## src/rtl/uart_os_pkg.sv

```systemverilog
package uart_os_pkg;
  localparam int DIV_W  = 16;
  localparam int BYTE_W = 8;
  localparam int ADDR_W = 4;

  localparam logic [ADDR_W-1:0] A_DATA  = 4'd0;
  localparam logic [ADDR_W-1:0] A_IEN   = 4'd1;
  localparam logic [ADDR_W-1:0] A_LINE  = 4'd3;
  localparam logic [ADDR_W-1:0] A_STAT  = 4'd5;
  localparam logic [ADDR_W-1:0] A_MODE  = 4'd9;
  localparam logic [ADDR_W-1:0] A_SCNT  = 4'd10;
  localparam logic [ADDR_W-1:0] A_SPNT  = 4'd11;

  typedef struct packed {
    logic txLoad;
    logic rbrRead;
  } ctrl_strobe_t;

  typedef struct packed {
    logic [DIV_W-1:0]  divisor;
    logic [BYTE_W-1:0] ticksM1;
    logic [BYTE_W-1:0] samplePt;
  } timing_cfg_t;

  typedef enum logic [1:0] {RX_IDLE, RX_START, RX_DATA, RX_STOP} rx_state_t;
endpackage

```

## src/rtl/uart_os_bit_timer.sv

```systemverilog
module uart_os_bit_timer #(
  parameter int DIV_W = 16,
  parameter int SUB_W = 8
) (
  input  logic             clk,
  input  logic             rstN,
  input  logic             run,
  input  logic [DIV_W-1:0] divisor,
  input  logic [SUB_W-1:0] ticksM1,
  input  logic [SUB_W-1:0] samplePt,
  output logic             sampleHit,
  output logic             bitEnd
);
  logic [DIV_W-1:0] preCnt;
  logic [SUB_W-1:0] subIdx;
  logic tickPulse;

  assign tickPulse = run && (divisor != '0) && (preCnt == divisor - DIV_W'(1));
  assign sampleHit = tickPulse && (subIdx == samplePt);
  assign bitEnd    = tickPulse && (subIdx == ticksM1);

  always_ff @(posedge clk or negedge rstN) begin
    if (!rstN) begin
      preCnt <= '0;
      subIdx <= '0;
    end else if (!run || divisor == '0) begin
      preCnt <= '0;
      subIdx <= '0;
    end else if (tickPulse) begin
      preCnt <= '0;
      subIdx <= (subIdx == ticksM1) ? '0 : subIdx + SUB_W'(1);
    end else begin
      preCnt <= preCnt + DIV_W'(1);
    end
  end
endmodule

```

## src/rtl/uart_os_ctrl.sv

```systemverilog
module uart_os_ctrl
  import uart_os_pkg::*;
(
  input  logic               clk,
  input  logic               rstN,
  input  logic               busWe,
  input  logic               busRe,
  input  logic [ADDR_W-1:0]  busAddr,
  input  logic [BYTE_W-1:0]  wByte,
  output logic [BYTE_W-1:0]  rByte,
  input  logic               dr,
  input  logic               fe,
  input  logic               thre,
  input  logic [BYTE_W-1:0]  rxByte,
  output ctrl_strobe_t       strb,
  output timing_cfg_t        cfg
);
  logic [BYTE_W-1:0] lineCtl, dlLo, dlHi, ienReg, sCnt, sPnt;
  logic [1:0] modeReg;
  logic dlab;

  assign dlab = lineCtl[7];
  assign strb.txLoad  = busWe && busAddr == A_DATA && !dlab;
  assign strb.rbrRead = busRe && busAddr == A_DATA && !dlab;

  always_ff @(posedge clk or negedge rstN) begin
    if (!rstN) begin
      lineCtl <= '0;
      dlLo    <= '0;
      dlHi    <= '0;
      ienReg  <= '0;
      modeReg <= '0;
      sCnt    <= '0;
      sPnt    <= 8'hFF;
    end else if (busWe) begin
      case (busAddr)
        A_DATA:  if (dlab) dlLo <= wByte;
        A_IEN:   if (dlab) dlHi <= wByte; else ienReg <= wByte;
        A_LINE:  lineCtl <= wByte;
        A_MODE:  modeReg <= wByte[1:0];
        A_SCNT:  sCnt <= wByte;
        A_SPNT:  sPnt <= wByte;
        default: ;
      endcase
    end
  end

  always_comb begin
    cfg.divisor = {dlHi, dlLo};
    case (modeReg)
      2'd3: begin cfg.ticksM1 = sCnt;  cfg.samplePt = sPnt;  end
      2'd2: begin cfg.ticksM1 = 8'd3;  cfg.samplePt = 8'd1;  end
      default: begin cfg.ticksM1 = 8'd15; cfg.samplePt = 8'd7; end
    endcase
  end

  always_comb begin
    case (busAddr)
      A_DATA:  rByte = dlab ? dlLo : rxByte;
      A_IEN:   rByte = dlab ? dlHi : ienReg;
      A_LINE:  rByte = lineCtl;
      A_STAT:  rByte = {2'b00, thre, 1'b0, fe, 2'b00, dr};
      A_MODE:  rByte = {6'd0, modeReg};
      A_SCNT:  rByte = sCnt;
      A_SPNT:  rByte = sPnt;
      default: rByte = '0;
    endcase
  end
endmodule

```

## src/rtl/uart_os_datapath.sv

```systemverilog
module uart_os_datapath
  import uart_os_pkg::*;
(
  input  logic              clk,
  input  logic              rstN,
  input  ctrl_strobe_t      strb,
  input  timing_cfg_t       cfg,
  input  logic [BYTE_W-1:0] txData,
  input  logic              rxd,
  output logic              txd,
  output logic              thre,
  output logic              dr,
  output logic              fe,
  output logic [BYTE_W-1:0] rxByte
);
  localparam int FRAME_W = BYTE_W + 2;
  localparam int CNT_W   = $clog2(FRAME_W + 1);

  logic divOk;
  assign divOk = cfg.divisor != '0;

  // transmit side
  logic [FRAME_W-1:0] txFrame;
  logic [CNT_W-1:0]   txCnt;
  logic txBusy, txHitUnused, txBitEnd;

  uart_os_bit_timer #(.DIV_W(DIV_W), .SUB_W(BYTE_W)) u_txTimer (
    .clk(clk), .rstN(rstN), .run(txBusy), .divisor(cfg.divisor),
    .ticksM1(cfg.ticksM1), .samplePt(cfg.samplePt),
    .sampleHit(txHitUnused), .bitEnd(txBitEnd));

  always_ff @(posedge clk or negedge rstN) begin
    if (!rstN) begin
      txFrame <= '1;
      txCnt   <= '0;
      txBusy  <= 1'b0;
    end else if (!txBusy) begin
      if (strb.txLoad && divOk) begin
        txFrame <= {1'b1, txData, 1'b0};
        txCnt   <= '0;
        txBusy  <= 1'b1;
      end
    end else if (txBitEnd) begin
      txFrame <= {1'b1, txFrame[FRAME_W-1:1]};
      txCnt   <= txCnt + CNT_W'(1);
      if (txCnt == CNT_W'(FRAME_W - 1)) txBusy <= 1'b0;
    end
  end

  assign txd  = txBusy ? txFrame[0] : 1'b1;
  assign thre = !txBusy;

  // receive side
  rx_state_t rxState;
  logic rxMeta, rxSync, rxPrev, rxHit, rxEndUnused;
  logic [BYTE_W-1:0] rxShift;
  logic [CNT_W-1:0]  rxCnt;

  uart_os_bit_timer #(.DIV_W(DIV_W), .SUB_W(BYTE_W)) u_rxTimer (
    .clk(clk), .rstN(rstN), .run(rxState != RX_IDLE), .divisor(cfg.divisor),
    .ticksM1(cfg.ticksM1), .samplePt(cfg.samplePt),
    .sampleHit(rxHit), .bitEnd(rxEndUnused));

  always_ff @(posedge clk or negedge rstN) begin
    if (!rstN) begin
      rxMeta  <= 1'b1;
      rxSync  <= 1'b1;
      rxPrev  <= 1'b1;
      rxState <= RX_IDLE;
      rxShift <= '0;
      rxCnt   <= '0;
      rxByte  <= '0;
      dr      <= 1'b0;
      fe      <= 1'b0;
    end else begin
      rxMeta <= rxd;
      rxSync <= rxMeta;
      rxPrev <= rxSync;
      if (strb.rbrRead) begin
        dr <= 1'b0;
        fe <= 1'b0;
      end
      case (rxState)
        RX_IDLE:  if (divOk && rxPrev && !rxSync) rxState <= RX_START;
        RX_START: if (rxHit) begin
          rxState <= rxSync ? RX_IDLE : RX_DATA;
          rxCnt   <= '0;
        end
        RX_DATA:  if (rxHit) begin
          rxShift <= {rxSync, rxShift[BYTE_W-1:1]};
          rxCnt   <= rxCnt + CNT_W'(1);
          if (rxCnt == CNT_W'(BYTE_W - 1)) rxState <= RX_STOP;
        end
        default:  if (rxHit) begin
          rxByte  <= rxShift;
          dr      <= 1'b1;
          fe      <= !rxSync;
          rxState <= RX_IDLE;
        end
      endcase
    end
  end
endmodule

```

## src/rtl/uart_os_top.sv

```systemverilog
module uart_os_top
  import uart_os_pkg::*;
(
  input  logic        clk,
  input  logic        rstN,
  input  logic        busWe,
  input  logic        busRe,
  input  logic [3:0]  busAddr,
  input  logic [31:0] busWdata,
  output logic [31:0] busRdata,
  input  logic        rxd,
  output logic        txd
);
  ctrl_strobe_t strb;
  timing_cfg_t  cfg;
  logic dr, fe, thre;
  logic [BYTE_W-1:0] rxByte, rByte;
  logic unusedHighBits;

  assign unusedHighBits = ^busWdata[31:BYTE_W];
  assign busRdata = {{(32-BYTE_W){1'b0}}, rByte};

  uart_os_ctrl u_ctrl (
    .clk(clk), .rstN(rstN), .busWe(busWe), .busRe(busRe), .busAddr(busAddr),
    .wByte(busWdata[BYTE_W-1:0]), .rByte(rByte), .dr(dr), .fe(fe),
    .thre(thre), .rxByte(rxByte), .strb(strb), .cfg(cfg));

  uart_os_datapath u_dp (
    .clk(clk), .rstN(rstN), .strb(strb), .cfg(cfg),
    .txData(busWdata[BYTE_W-1:0]), .rxd(rxd), .txd(txd), .thre(thre),
    .dr(dr), .fe(fe), .rxByte(rxByte));
endmodule

```

## config.mk

```make
export PLATFORM = sky130hd
export DESIGN_NAME = uart_os_top
export DESIGN_NICKNAME = d
export VERILOG_FILES = /design/src/rtl/uart_os_pkg.sv /design/src/rtl/uart_os_bit_timer.sv /design/src/rtl/uart_os_ctrl.sv /design/src/rtl/uart_os_datapath.sv /design/src/rtl/uart_os_top.sv
export SDC_FILE = /design/constraint.sdc
export NUM_CORES = 1
export LEC_CHECK = 0
export BUFFER_PORTS_ARGS = -buffer_cell sky130_fd_sc_hd__clkbuf_2
export CORE_AREA = 2 2 123 185
export CTS_BUF_LIST = sky130_fd_sc_hd__clkbuf_4 sky130_fd_sc_hd__clkbuf_8
export DETAILED_ROUTE_END_ITERATION = 7
export DIE_AREA = 0 0 125 187
export GPL_TIMING_DRIVEN = 0
export SLEW_MARGIN = 25
export SYNTH_ARGS = -nofsm -noshare
export SYNTH_HDL_FRONTEND = slang
export SYNTH_SLANG_ARGS = --single-unit
```

## constraint.sdc

```tcl
create_clock -name clk -period 3.6 [get_ports clk]
set_input_delay 0.18 -clock clk [delete_from_list [all_inputs] [get_ports clk]]
set_output_delay 0.18 -clock clk [all_outputs]
set_load 0.01 [all_outputs]
```

After elaboration in Yosys (flattened, before gate mapping)
Index checks and enable logic that the tools add are counted.

storage, ports and cells
  word-level logic and storage cells = 137
  output and inout bits = 33
  flip-flop bits (word level) = 140
  input bits = 41

operators by class
  equality and inequality tests = 22
  mux-type cells = 41
  reductions and logical operators = 42
  add/sub/neg operators = 7
  bitwise logic cells = 2

operator list
  operator               count
  $mux 16                4
  $mux 8                 8
  $pmux 8 s7             1
  $add 16x1->16 const B  2
  $eq 16x16->1           2
  $pmux 16 s2            1
  $mux 10                3
  $eq 8x8->1             3
  $mux 4                 5
  $add 8x1->8 const B    2
  $eq 4x4->1 const B     4
  $logic_not 16->1       1
  $reduce_bool 16->1     1
  $sub 16x1->16 const B  1
  $reduce_and 2->1       7
  $logic_and 1x1->1      13
  $mux 2                 6
  $reduce_and 3->1       4
  $reduce_bool 2->1      6
  $mux 1                 11
  $add 4x1->4 const B    2
  $eq 4x3->1 const B     2
  $ne 2x1->1 const B     4
  $pmux 4 s2             1
  other kinds (13)       20

Depth between registers and ports, before layout
  depth in word-level cells = 6
  depth in mapped cells = 13
  gate-level depth less buffers = 10

Modules after synthesis
From an unflattened synthesis, not the netlist that was laid out.

unflattened totals
  cells, all modules = 874
  area, all modules = 8764.7 µm²

modules (own cells, without submodules)
  module             cells each  sequential area each (µm²)  instances  area each (µm²)
  uart_os_bit_timer  244         600.6                       2          2080.7
  uart_os_ctrl       201         1261.2                      1          2571.2
  uart_os_datapath   160         1041.0                      1          1848.0
  uart_os_top        25          0.0                         1          183.9

Worst setup path after synthesis
No wires, ideal clock.

  path kind = reg2reg
  start point = reg u_ctrl.dlLo[0]
  end point = reg u_dp.txFrame[1]
  cell stages (with the launch flop) = 13
  path slack = 0.328 ns
  data arrival time = 3.190 ns
  library setup time = 0.082 ns
  period minus slack after synthesis = 3.272 ns
  cells stage by stage = dfrtp_1 -> clkbuf_1 -> inv_1 -> ha_1 -> nor3b_1 -> o32ai_1 -> nor4_1 -> o2111ai_1 -> or4_4 -> nor4_4 -> a21o_4 -> buf_12 -> mux2_4

on the way
  longest elaborated chain between the ends = 6

ends and longest elaborated chain
  element                                              line                                             text
  start: declaration                                   uart_os_ctrl.sv:18                               logic [BYTE_W-1:0] lineCtl, dlLo, dlHi, ienReg, sCnt, sPnt;
  start signal: assignment                             uart_os_ctrl.sv:37                               A_DATA: if (dlab) dlLo <= wByte;
  $sub 16x1->16 or $reduce_bool 16->1 (tied branches)  uart_os_bit_timer.sv:18, uart_os_datapath.sv:20
  $eq 16x16->1 or $logic_and 1x1->1 (tied branches)    uart_os_bit_timer.sv:18                          assign tickPulse = run && (divisor != '0) && (preCnt == divisor - DIV_W'(1));
  $logic_and 1x1->1                                    uart_os_bit_timer.sv:18
  $logic_and 1x1->1                                    uart_os_bit_timer.sv:20                          assign bitEnd = tickPulse && (subIdx == ticksM1);
  $ne 2x2->1 (no line)                                 --
  $reduce_and 2->1 (no line) *                         --
  end signal: assignment                               uart_os_datapath.sv:39                           txFrame <= {1'b1, txData, 1'b0};
  end signal: assignment                               uart_os_datapath.sv:44                           txFrame <= {1'b1, txFrame[FRAME_W-1:1]};
  end: declaration                                     uart_os_datapath.sv:23                           logic [FRAME_W-1:0] txFrame;

Every way passes the cells marked *; elsewhere a longest branch is shown, timed or not.
A chain may end at the register's enable or synchronous reset.

Worst setup path in the final report
  start point = reg u_ctrl.dlHi[0]
  end point = reg u_dp.txFrame[4]

on the way
  longest elaborated chain between the ends = 6

ends and longest elaborated chain
  element                                              line                                             text
  start: declaration                                   uart_os_ctrl.sv:18
  start signal: assignment                             uart_os_ctrl.sv:38                               A_IEN: if (dlab) dlHi <= wByte; else ienReg <= wByte;
  $sub 16x1->16 or $reduce_bool 16->1 (tied branches)  uart_os_bit_timer.sv:18, uart_os_datapath.sv:20
  $eq 16x16->1 or $logic_and 1x1->1 (tied branches)    uart_os_bit_timer.sv:18
  $logic_and 1x1->1                                    uart_os_bit_timer.sv:18
  $logic_and 1x1->1                                    uart_os_bit_timer.sv:20
  $ne 2x2->1 (no line)                                 --
  $reduce_and 2->1 (no line) *                         --

Marked as above.

==> impl_metrics.toml <==
[clock_tree]
numCtsBuffers = 17
clk_latency_ns = 0.46
ctsLongestPathBuffers = 2
cts_root_buf = "clkbuf_8"
htreeDepth = 4
cts_tree = "yes"
clock_sinks = 139
clkTransAtPathRegs_ns = 0.08

[sta]
final_max_slew_viol_count = 0
rsz0062_at_grt = "no"
setup_viol = 0
fin_worst_skew_ns = 0.0140
tightest_slew_ns = 0.808
hold-worst-slack_ns = 0.0453
post-route-period-util_pct = 96.9
clock.fmax_ghz = 0.287
finalHoldViolations = 0
fin_crit_ns = 3.49
maxSlewHeadroom_pct = 46.2

[synth]
ys_types = 78
synthTopCellsByArea = "dfrtp_1 (35%), mux2_2 (9.5%), dfstp_2 (6.1%), xnor2_1 (5.3%), xor2_1 (3.2%)"
syn_area_per_cell_um2 = 9.91
yosysTopAreaCell = "dfrtp_1"
ys.flop_type = "dfrtp_1"
yosys_warnings = 0
synth_edf_count = 0
yosysMostFrequentCell = "dfrtp_1"
yosysSeqAreaShare_pct = 40.7
ys_top_cells_by_count = "dfrtp_1 (119), mux2_2 (73), nor2_1 (66)"
netlist_instances = 869
async_flop_share_pct = 100
syn_area_um2 = 8610
ys_seq_elements = 139
yosysTopAreaCellShare_pct = 34.6

[detailed_routing]
vias_per_cell = 5.46
first_pass_iters = 5
drc = 0
routedWlPerCell_um = 18.0
ant_nets = 0
dr.first_iter.drc_count = 273
wl_mm = 22.1
vias = 6700

[global_routing]
grt_max_degree = 72
grt_pass1_wl_mm = 35.9
antenna_found_initial = 0
grt_overflow = 0
grtUsageMet2_pct = 34.9
first_global_vias = 6580
use_met1_pct = 22.3
met3_usage_pct = 2.83
grt-busiest-layer = "met2"
grt_usage_pct = 19.3

[pwr]
p_seq_share_pct = 42.1
power_frac_clock_pct = 24.8
swShare_pct = 37.5
leakage_nw = 4.22
cell_internal_pwr_w = 0.00310
vdd_drop_max_uv = 351
powerDensity_nw_per_um2 = 510
p_switching_w = 0.00186
comb_power_share_pct = 33.1

[floorplanning]
row_count = 67
start_util_pct = 39.2
dieArea_um2 = 23400
die_w_um = 125
core_area_um2 = 22000
io_pins = 74
fp.dieH_um = 187

[setup_path]
r2r_cells = 9
cp_max_fo = 10
rr_startpoint = "u_ctrl.dlHi[0]"
critical_path_required_ns = 3.99
cp-startpoint = "u_ctrl.dlHi[0]"
worstSetupStartpointType = "register"
crit_type = "reg2reg"
critical_path_arrival_ns = 3.88
crit_path_end_kind = "register"

[place]
placed_area_um2 = 9200
placed_cells = 1192
dp.final_hpwl_mm = 16.4
gp_congestion = 0.868
port_buffers = 23

[finish]
final_area_um2 = 9710
diodes = 0
reg_top3 = "u_dp.u_rxTimer.preCnt (16), u_dp.u_txTimer.preCnt (16), u_dp.txFrame (9)"
drive_gt1_share_pct = 23.0
nets = 993
fill_cells = 2202
stdcell_count = 1228
syn_to_final_growth_pct = 12.7

[worst_hold_path]
hold_class = "in2reg"
min_path_cells = 4
min-delay-start = "busRe"

[run]
drv_cap = 0

[status]
status = "completed"
-- worst paths after layout --
path                            slack, ns                  endpoint
max in group asynchronous            2.53            u_ctrl.dlLo[0]
worst max-delay path                 0.11           u_dp.txFrame[4]
worst min register to register       0.36               u_dp.rxSync
worst max register to register       0.11           u_dp.txFrame[4]
worst min-delay path                 0.05                   u_dp.dr
min in group asynchronous            0.29  u_dp.u_rxTimer.subIdx[3]
-- power groups by stage --
stage                     logic (W)  clock network [W]  registers [W]
after floorplan             0.00121                  0        0.00200
after global placement      0.00154                  0        0.00209
after detailed placement    0.00158                  0        0.00209
after CTS                   0.00159            0.00126        0.00208
after global routing        0.00180            0.00132        0.00212
final                       0.00164            0.00123        0.00209
-- worst max-delay path, stage by stage, from the launching register on --
cell and delay [ns]:
dfrtp_1 0.36, clkbuf_1 0.30, or4_4 0.62, or4_1 0.62, xnor2_1 0.27, o211ai_1 0.24, nor4_4 0.40, a21o_4 0.16
buf_12 0.14, mux2_4 0.30
-- placed cells by master, fill, tap and decap left out, drive strengths merged, types with 4 or more instances in the layout --
master	Yosys	routed
ha	13	13
and2	5	5
nand3	41	41
nand3b	7	7
clkinvlp	0	5
o22ai	9	9
or4	5	5
nand4	11	11
nor3b	5	5
nor2b	6	6
xnor2	52	52
inv	25	27
a21o	5	5
nand2	55	55
nor4	18	18
mux2	80	80
dfstp	20	20
nor4b	7	7
and3	22	22
clkinv	0	4
a31oi	5	5
clkbuf	36	79
o32ai	5	5
a22o	4	4
nor3	17	17
nor2	66	66
nand2b	14	14
a32oi	5	5
o211ai	5	5
a22oi	8	8
mux2i	20	20
conb	1	24
buf	36	39
dfrtp	119	119
xor2	31	31
o21ai	35	35
a21oi	29	29
-- stage by stage --
stage	TNS (ns)	power, W	worst slack (ns)	utilization [%]
after floorplan	0	0.00321	0.328	-
after global placement	-19.60	0.00363	-0.583	41.7
after detailed placement	-19.77	0.00367	-0.636	41.9
after CTS	0	0.00493	0.0259	43.9
after global routing	0	0.00524	0.00168	44.2
final	0	0.00495	0.113	44.2
-- cell families after synthesis --
| family | synth area share (%) |
|---|---|
| and+or+nand+nor | 19.2 |
| DFF | 40.7 |
| AOI/OAI and AO/OA | 10.6 |
| muxes | 13.1 |
| buffers and inverters | 5.68 |
| xor gates and xnor gates | 8.70 |
| adders and majority gates | 2.00 |
| other | 0.0435 |
-- metal layers --
| layer | wire length (um) | part of all wire, % |
|---|---|---|
| met4 | 1060 | 4.8 |
| met1 | 8910 | 40 |
| met2 | 11400 | 52 |
| met5 | 0 | 0 |
| met3 | 683 | 3.1 |
-- final cells by class --
class / instances / area [um2] / share of cell area, %
Multi-Input combinational cell: 656 / 4800 / 49.4
Tap cell: 276 / 345 / 3.56
Inverter: 25 / 93.8 / 0.967
Timing Repair Buffer: 29 / 194 / 2.00
Clock buffer: 20 / 256 / 2.64
Buffer: 71 / 395 / 4.07
Clock inverter: 12 / 119 / 1.22
Sequential cell: 139 / 3500 / 36.1
-- repair_timing --
action	in CTS	in global routing
endpoints found under the hold margin	58	0
setup buffers	3	0
pin swaps	2	0
gates resized for setup	6	11
endpoints found under the setup margin	70	64
hold buffers	2	0
Power figures use the tool's default switching activity.
